**config.mk**
```make
export PLATFORM = sky130hd
export DESIGN_NAME = dsi_regwrite_seq
export DESIGN_NICKNAME = d
export VERILOG_FILES = /design/src/rtl/dsi_seq_pkg.sv /design/src/rtl/dsi_hdr_ecc.sv /design/src/rtl/dsi_crc16_step.sv /design/src/rtl/dsi_wait_timer.sv /design/src/rtl/dsi_regwrite_seq.sv
export SDC_FILE = /design/constraint.sdc
export NUM_CORES = 1
export LEC_CHECK = 0
export BUFFER_PORTS_ARGS = -buffer_cell sky130_fd_sc_hd__buf_2
export CAP_MARGIN = 20
export CELL_PAD_IN_SITES_DETAIL_PLACEMENT = 0
export CELL_PAD_IN_SITES_GLOBAL_PLACEMENT = 2
export CORE_ASPECT_RATIO = 0.5
export CORE_MARGIN = 1
export CORE_UTILIZATION = 43
export CTS_BUF_LIST = sky130_fd_sc_hd__clkbuf_8
export DETAILED_ROUTE_END_ITERATION = 8
export PLACE_DENSITY = 0.89
export SLEW_MARGIN = 10
export SYNTH_ARGS = -nofsm -noshare
export SYNTH_HDL_FRONTEND = slang
export SYNTH_SLANG_ARGS = --single-unit
```
**constraint.sdc**
```tcl
create_clock -name clk -period 6.8 [get_ports clk]
set_input_delay 1.02 -clock clk [delete_from_list [all_inputs] [get_ports clk]]
set_output_delay 1.02 -clock clk [all_outputs]
set_load 0.005 [all_outputs]
```
**src/rtl/dsi_seq_pkg.sv**
```systemverilog
package dsi_seq_pkg;

    typedef struct packed {
        logic [15:0] addr;
        logic [31:0] value;
    } reg_write_t;

    localparam int REG_COUNT   = 15;
    localparam int FIRST_BURST = 13;
    localparam logic [7:0]  LONG_WRITE_DT = 8'h29;
    localparam logic [15:0] PAYLOAD_WC    = 16'd6;

    typedef enum logic [2:0] {
        S_IDLE, S_ESC, S_HDR, S_PAY, S_CRC, S_WAIT, S_DONE
    } seq_state_t;

    function automatic reg_write_t list_entry(input logic [3:0] i);
        reg_write_t e;
        unique case (i)
            4'd0:    e = '{16'h0210, 32'h0000_0003};
            4'd1:    e = '{16'h0164, 32'h0000_0005};
            4'd2:    e = '{16'h0168, 32'h0000_0005};
            4'd3:    e = '{16'h0144, 32'h0000_0000};
            4'd4:    e = '{16'h0148, 32'h0000_0000};
            4'd5:    e = '{16'h0114, 32'h0000_0003};
            4'd6:    e = '{16'h0450, 32'h0000_0000};
            4'd7:    e = '{16'h0424, 32'h002C_0002};
            4'd8:    e = '{16'h042C, 32'h0015_0002};
            4'd9:    e = '{16'h0428, 32'h003D_0320};
            4'd10:   e = '{16'h0430, 32'h0007_01E0};
            4'd11:   e = '{16'h0420, 32'h0010_0152};
            4'd12:   e = '{16'h0464, 32'h0000_040F};
            4'd13:   e = '{16'h0104, 32'h0000_0001};
            4'd14:   e = '{16'h0204, 32'h0000_0001};
            default: e = '{16'h0000, 32'h0000_0000};
        endcase
        return e;
    endfunction

endpackage

```
**src/rtl/dsi_hdr_ecc.sv**
```systemverilog
module dsi_hdr_ecc (
    input  logic [7:0]  data_type,
    input  logic [15:0] word_count,
    output logic [7:0]  ecc
);
    logic [23:0] d;
    assign d = {word_count, data_type};

    always_comb begin
        ecc[0] = d[0]^d[1]^d[2]^d[4]^d[5]^d[7]^d[10]^d[11]^d[13]^d[16]^d[20]^d[21]^d[22]^d[23];
        ecc[1] = d[0]^d[1]^d[3]^d[4]^d[6]^d[8]^d[10]^d[12]^d[14]^d[17]^d[20]^d[21]^d[22]^d[23];
        ecc[2] = d[0]^d[2]^d[3]^d[5]^d[6]^d[9]^d[11]^d[12]^d[15]^d[18]^d[20]^d[21]^d[22];
        ecc[3] = d[1]^d[2]^d[3]^d[7]^d[8]^d[9]^d[13]^d[14]^d[15]^d[19]^d[20]^d[21]^d[23];
        ecc[4] = d[4]^d[5]^d[6]^d[7]^d[8]^d[9]^d[16]^d[17]^d[18]^d[19]^d[20]^d[22]^d[23];
        ecc[5] = d[10]^d[11]^d[12]^d[13]^d[14]^d[15]^d[16]^d[17]^d[18]^d[19]^d[21]^d[22]^d[23];
        ecc[7:6] = 2'b00;
    end
endmodule

```
**src/rtl/dsi_crc16_step.sv**
```systemverilog
module dsi_crc16_step #(
    parameter logic [15:0] POLY_REFL = 16'h8408
) (
    input  logic [15:0] crc_in,
    input  logic [7:0]  data,
    output logic [15:0] crc_out
);
    logic [15:0] c;
    logic        fb;

    always_comb begin
        c  = crc_in;
        fb = 1'b0;
        for (int b = 0; b < 8; b++) begin
            fb = c[0] ^ data[b];
            c  = {1'b0, c[15:1]};
            if (fb) c = c ^ POLY_REFL;
        end
        crc_out = c;
    end
endmodule

```
**src/rtl/dsi_wait_timer.sv**
```systemverilog
module dsi_wait_timer #(
    parameter int WAIT_CYCLES = 12_500_000
) (
    input  logic clk,
    input  logic rst_n,
    input  logic load,
    output logic expired
);
    localparam int CNT_W = $clog2(WAIT_CYCLES + 1);
    localparam logic [CNT_W-1:0] LOAD_VAL = CNT_W'(WAIT_CYCLES - 1);

    logic [CNT_W-1:0] cnt;
    logic             run;

    always_ff @(posedge clk) begin
        if (!rst_n) begin
            cnt <= '0;
            run <= 1'b0;
        end else if (load) begin
            cnt <= LOAD_VAL;
            run <= 1'b1;
        end else if (run) begin
            if (cnt == '0) run <= 1'b0;
            else           cnt <= cnt - 1'b1;
        end
    end

    assign expired = run && (cnt == '0);

    assert_timer_countdown_R8: assert property (@(posedge clk) disable iff (!rst_n)
        (!load && run && cnt != '0) |=> (run && cnt == $past(cnt) - 1'b1));
endmodule

```
**src/rtl/dsi_regwrite_seq.sv**
```systemverilog
module dsi_regwrite_seq
    import dsi_seq_pkg::*;
#(
    parameter int WAIT_CYCLES = 12_500_000
) (
    input  logic       clk,
    input  logic       rst_n,
    input  logic       start,
    input  logic       tx_ready,
    output logic       tx_valid,
    output logic       tx_esc,
    output logic [7:0] tx_data,
    output logic       done
);
    localparam int IDX_W = $clog2(REG_COUNT);
    localparam logic [IDX_W-1:0] LAST_IDX  = IDX_W'(REG_COUNT - 1);
    localparam logic [IDX_W-1:0] BREAK_IDX = IDX_W'(FIRST_BURST - 1);

    seq_state_t       state, next_state;
    logic [IDX_W-1:0] idx;
    logic [2:0]       pos;
    logic [15:0]      crc, crc_next;
    logic [7:0]       ecc_byte;
    logic             fire, timer_load, timer_done;
    reg_write_t       entry;
    logic [47:0]      payload;

    assign fire    = tx_valid && tx_ready;
    assign entry   = list_entry(4'(idx));
    assign payload = {entry.value, entry.addr};

    dsi_hdr_ecc u_ecc (
        .data_type (LONG_WRITE_DT),
        .word_count(PAYLOAD_WC),
        .ecc       (ecc_byte)
    );

    dsi_crc16_step u_crc (
        .crc_in (crc),
        .data   (tx_data),
        .crc_out(crc_next)
    );

    dsi_wait_timer #(.WAIT_CYCLES(WAIT_CYCLES)) u_timer (
        .clk    (clk),
        .rst_n  (rst_n),
        .load   (timer_load),
        .expired(timer_done)
    );

    // state register
    always_ff @(posedge clk) begin
        if (!rst_n) state <= S_IDLE;
        else        state <= next_state;
    end

    // transitions
    always_comb begin
        next_state = state;
        timer_load = 1'b0;
        unique case (state)
            S_IDLE, S_DONE: if (start) next_state = S_ESC;
            S_ESC:          if (fire) next_state = S_HDR;
            S_HDR:          if (fire && pos == 3'd3) next_state = S_PAY;
            S_PAY:          if (fire && pos == 3'd5) next_state = S_CRC;
            S_CRC: begin
                if (fire && pos == 3'd1) begin
                    if (idx == LAST_IDX) begin
                        next_state = S_DONE;
                    end else if (idx == BREAK_IDX) begin
                        next_state = S_WAIT;
                        timer_load = 1'b1;
                    end else begin
                        next_state = S_HDR;
                    end
                end
            end
            S_WAIT:         if (timer_done) next_state = S_ESC;
            default:        next_state = S_IDLE;
        endcase
    end

    // datapath: entry index, byte position, running checksum
    always_ff @(posedge clk) begin
        if (!rst_n) begin
            idx <= '0;
            pos <= '0;
            crc <= 16'hFFFF;
        end else begin
            unique case (state)
                S_IDLE, S_DONE: if (start) idx <= '0;
                S_ESC:  pos <= '0;
                S_HDR: if (fire) begin
                    crc <= 16'hFFFF;
                    pos <= (pos == 3'd3) ? 3'd0 : pos + 3'd1;
                end
                S_PAY: if (fire) begin
                    crc <= crc_next;
                    pos <= (pos == 3'd5) ? 3'd0 : pos + 3'd1;
                end
                S_CRC: if (fire) begin
                    if (pos == 3'd1) begin
                        pos <= 3'd0;
                        if (idx != LAST_IDX) idx <= idx + 1'b1;
                    end else begin
                        pos <= pos + 3'd1;
                    end
                end
                default: ;
            endcase
        end
    end

    // outputs
    always_comb begin
        tx_valid = 1'b0;
        tx_esc   = 1'b0;
        tx_data  = 8'h00;
        done     = 1'b0;
        unique case (state)
            S_ESC: begin
                tx_valid = 1'b1;
                tx_esc   = 1'b1;
            end
            S_HDR: begin
                tx_valid = 1'b1;
                unique case (pos)
                    3'd0:    tx_data = LONG_WRITE_DT;
                    3'd1:    tx_data = PAYLOAD_WC[7:0];
                    3'd2:    tx_data = PAYLOAD_WC[15:8];
                    default: tx_data = ecc_byte;
                endcase
            end
            S_PAY: begin
                tx_valid = 1'b1;
                tx_data  = payload[8*pos +: 8];
            end
            S_CRC: begin
                tx_valid = 1'b1;
                tx_data  = (pos == 3'd0) ? crc[7:0] : crc[15:8];
            end
            S_DONE:  done = 1'b1;
            default: ;
        endcase
    end

    assert_hold_offer_R9: assert property (@(posedge clk) disable iff (!rst_n)
        (tx_valid && !tx_ready) |=> (tx_valid && $stable(tx_esc) && $stable(tx_data)));

    assert_rise_is_escape_R2: assert property (@(posedge clk) disable iff (!rst_n)
        $rose(tx_valid) |-> tx_esc);

    assert_escape_at_boundary_R7: assert property (@(posedge clk) disable iff (!rst_n)
        tx_esc |-> (idx == '0 || idx == IDX_W'(FIRST_BURST)));

    assert_done_sticky_R10: assert property (@(posedge clk) disable iff (!rst_n)
        (done && !start) |=> done);
endmodule

```
==> results.md <==
- Outcome: finished clean
- Total track usage: 0.208
- Layout cell share with drive strength beyond 1: 0.104
- Placed inst area: 4370 sq um
- Most frequent CP cell: inv_1
- Post-DP HPWL: 7220 um
- CTS tree: built
- Via density: 5.40
- Port-buffer cells: 14
- Sink Count: 73
- Clock slew at reported path FFs: 0.08 ns
- WL final: 10,100 um
- Gp weighted congestion: between 0.8 and 0.9
- CTS H-Tree Depth: 3
- Worst Path Arrival: ~3.2 ns
- Core Rows: 25
- Top routing layer in use: met4
- Largest cells by area after synthesis: dfxtp_1 34%, xnor2_1 5.3%, a21oi_1 5.0%, ha_1 4.7%, nor2_1 4.3%
- CTS resizes: 0
- Max IR drop VDD: ~0.11 mV
- Seq/Total Area, Yosys: 0.343
- Req. time, crit path: 5.78 ns
- WL/cell: between 15 and 20 um
- Slowest CP cell: dfxtp_1
- Area grow syn2layout: 6.43%
- Syn. warnings: 0
- CTS Hold Buffers Added: 0
- CP delay by family, top: flip-flops
- Chip Width: about 140 um
- Drt pass-1 iters: 4
- Critical path's largest stage delay: ~0.69 ns
- Most used DFF post-synth: dfxtp_1
- Crit-path cells: inv_1 > ha_1 > nand2b_1 > mux2i_1 > o21ai_0 > a221oi_1 > inv_1 > buf_2
- Diodes inserted: 0
- # IOs: 15
- Synth Cell Area: 4260 sq um
- Max cap viols: 0
- Gr ovfl total: 0
- Initial antenna violation count: 0
- CTS Buf Count: 9
- Clk root buf: clkbuf_8
- Via count of the first global-routing pass: about 3,200
- Final setup TNS: 0 ns
- Synth Register Bits: 73
- Postcts setup bufs: 0
- Die footprint: 10,300 sq um
- Design Area, Final: ~4500 sq um
- Worst R2R Setup Slack: 3.31 ns
- Initial Util: 0.447
- Residual DRC count: 0
- Global-route wire length before repair: ~17,000 um
- LEAKAGE: 1.79 nW
- Max-slew headroom: 0.474
- Crit Path Max Fanout: 16
- Total core area: between 9000 and 10,000 sq um
- Hold Crit Class: reg2reg
- Antenna viol nets, final: 0
- PD cells: ~270 nW/um^2
- Synthesized netlist cell count: 497
- Slew of the pin with the lowest slew margin: approximately 0.79 ns
- WHS: a little under 0.5 ns
- CTS max path bufs: 2
- Avg Inst Size Synth: between 8 and 9 sq um
- DRT iter0 DRCs: around 210
- Most frequent cell after synthesis: dfxtp_1
- Metal3 WL: 447 um
- Critical path type: reg2out
- Share of the synthesized area in the top cell type: 0.343
- EDFF count, synth: 0
- CP bufs+invs: 3
- Die height: around 72 um
- Post-Syn Nets: 517
- Final Skew: 0.00907 ns
- Largest net degree at the start of global routing: 27
- List of most frequent post-synthesis cells: 73 x dfxtp_1, 49 x nor2_1, 43 x a21oi_1
- Final min period: about 4.2 ns
- Netlist cell types: 74
- Met2 wire len: roughly 4300 um
- Unrepaired setup endpoints after global routing: false
- Nature of the critical path endpoint: primary output
- Met1 WL: 5340 um
- Fmax achieved: around 240 MHz
- Vias: about 3,400
- Leading area contributor after synthesis: dfxtp_1
- Clock Latency Late Sink: around 0.36 ns
- Async S/R FF share, synth: 0
- Tcrit/Tclk final: 0.613
- Nets@finish: 517
- Final setup fails: 0
- Final max-slew violation count: 0
- Final hold violations: 0
- CP Launch Type: flop
-- worst min-delay path, cell delays in order (launching register included) --
cell and delay, ns:
dfxtp_1 0.35, inv_1 0.06, a21oi_1 0.05
-- report_power, final --
group          switching [mW]  internal [mW]  total, mW
sequential             0.0290          0.439      0.468
clock                   0.174          0.132      0.305
combinational           0.238          0.200      0.438
total                   0.441          0.770       1.21
-- final cells by class --
type / instances / area [sq um]
fill: 948 / 5000
clock inverter: 7 / 45.0
inverter: 24 / 90.1
tap: 135 / 169
sequential: 73 / 1460
multi-input combinational: 373 / 2560
clock buffer: 9 / 124
timing repair buffer: 16 / 85.1
-- final timing paths --
kind,startpoint,end,cells past startpoint
setup / recovery,pos[1]$_SDFFE_PN0P_,tx_data[2],8
hold reg to reg,crc[2]$_SDFFE_PN1P_,crc[2]$_SDFFE_PN1P_,2
hold / removal,crc[2]$_SDFFE_PN1P_,crc[2]$_SDFFE_PN1P_,2
setup reg to reg,pos[1]$_SDFFE_PN0P_,entry[35]$_DFF_P_,13
-- per-stage QoR --
stage,std cells,setup slack (ns),power [mW],util
2_1_floorplan,497,3.62,0.809,-
3_3_place_gp,621,3.17,0.915,0.458
3_5_place_dp,621,3.00,0.913,0.458
4_1_cts,637,2.62,1.22,0.476
5_1_grt,637,2.35,1.29,0.476
6_report,637,2.63,1.21,0.476
-- sequential cells by signal, indices dropped and copies added, names as in the netlist --
name and cells:
pos 3, entry 22, idx 4, state 3, u_timer.cnt 24, crc 16
u_timer.run 1
-- cell usage in the layout (no fill, tap or decap), types with 4 or more instances in the layout --
cell type,n
nand3b_1,6
and3_1,5
nand2b_1,8
xor2_1,9
o22ai_1,5
a31oi_1,4
xnor2_1,26
a211oi_1,4
mux2i_1,13
nor2_1,49
or4_1,6
clkinv_2,4
nand2_1,37
and2_1,4
o21ai_0,25
a21oi_1,43
nor3_1,20
o211ai_1,4
dfxtp_1,73
buf_2,14
clkbuf_8,9
or3_1,5
inv_1,23
o32ai_1,4
nor4_1,4
nand3_1,10
xnor3_1,6
ha_1,16
-- layer usage --
| metal | global-route usage | vias to the layer above |
|---|---|---|
| met5 | 0 | - |
| met4 | 0.0597 | 0 |
| met3 | 0.0482 | 9 |
| met2 | 0.309 | 67 |
| met1 | 0.300 | 1589 |
| li1 | - | 1773 |
-- cell families (layout without fill, tap and decap cells) --
family	count (synthesis)	count (layout)	synth area share
xor+xnor	41	41	0.104
buf+inv	51	56	0.0560
fa+ha+maj	16	16	0.0469
mux	17	17	0.0437
flops	73	73	0.343
compound gates	119	119	0.182
simple gates	180	180	0.225
No activity file was read; power rests on OpenSTA's default activity.
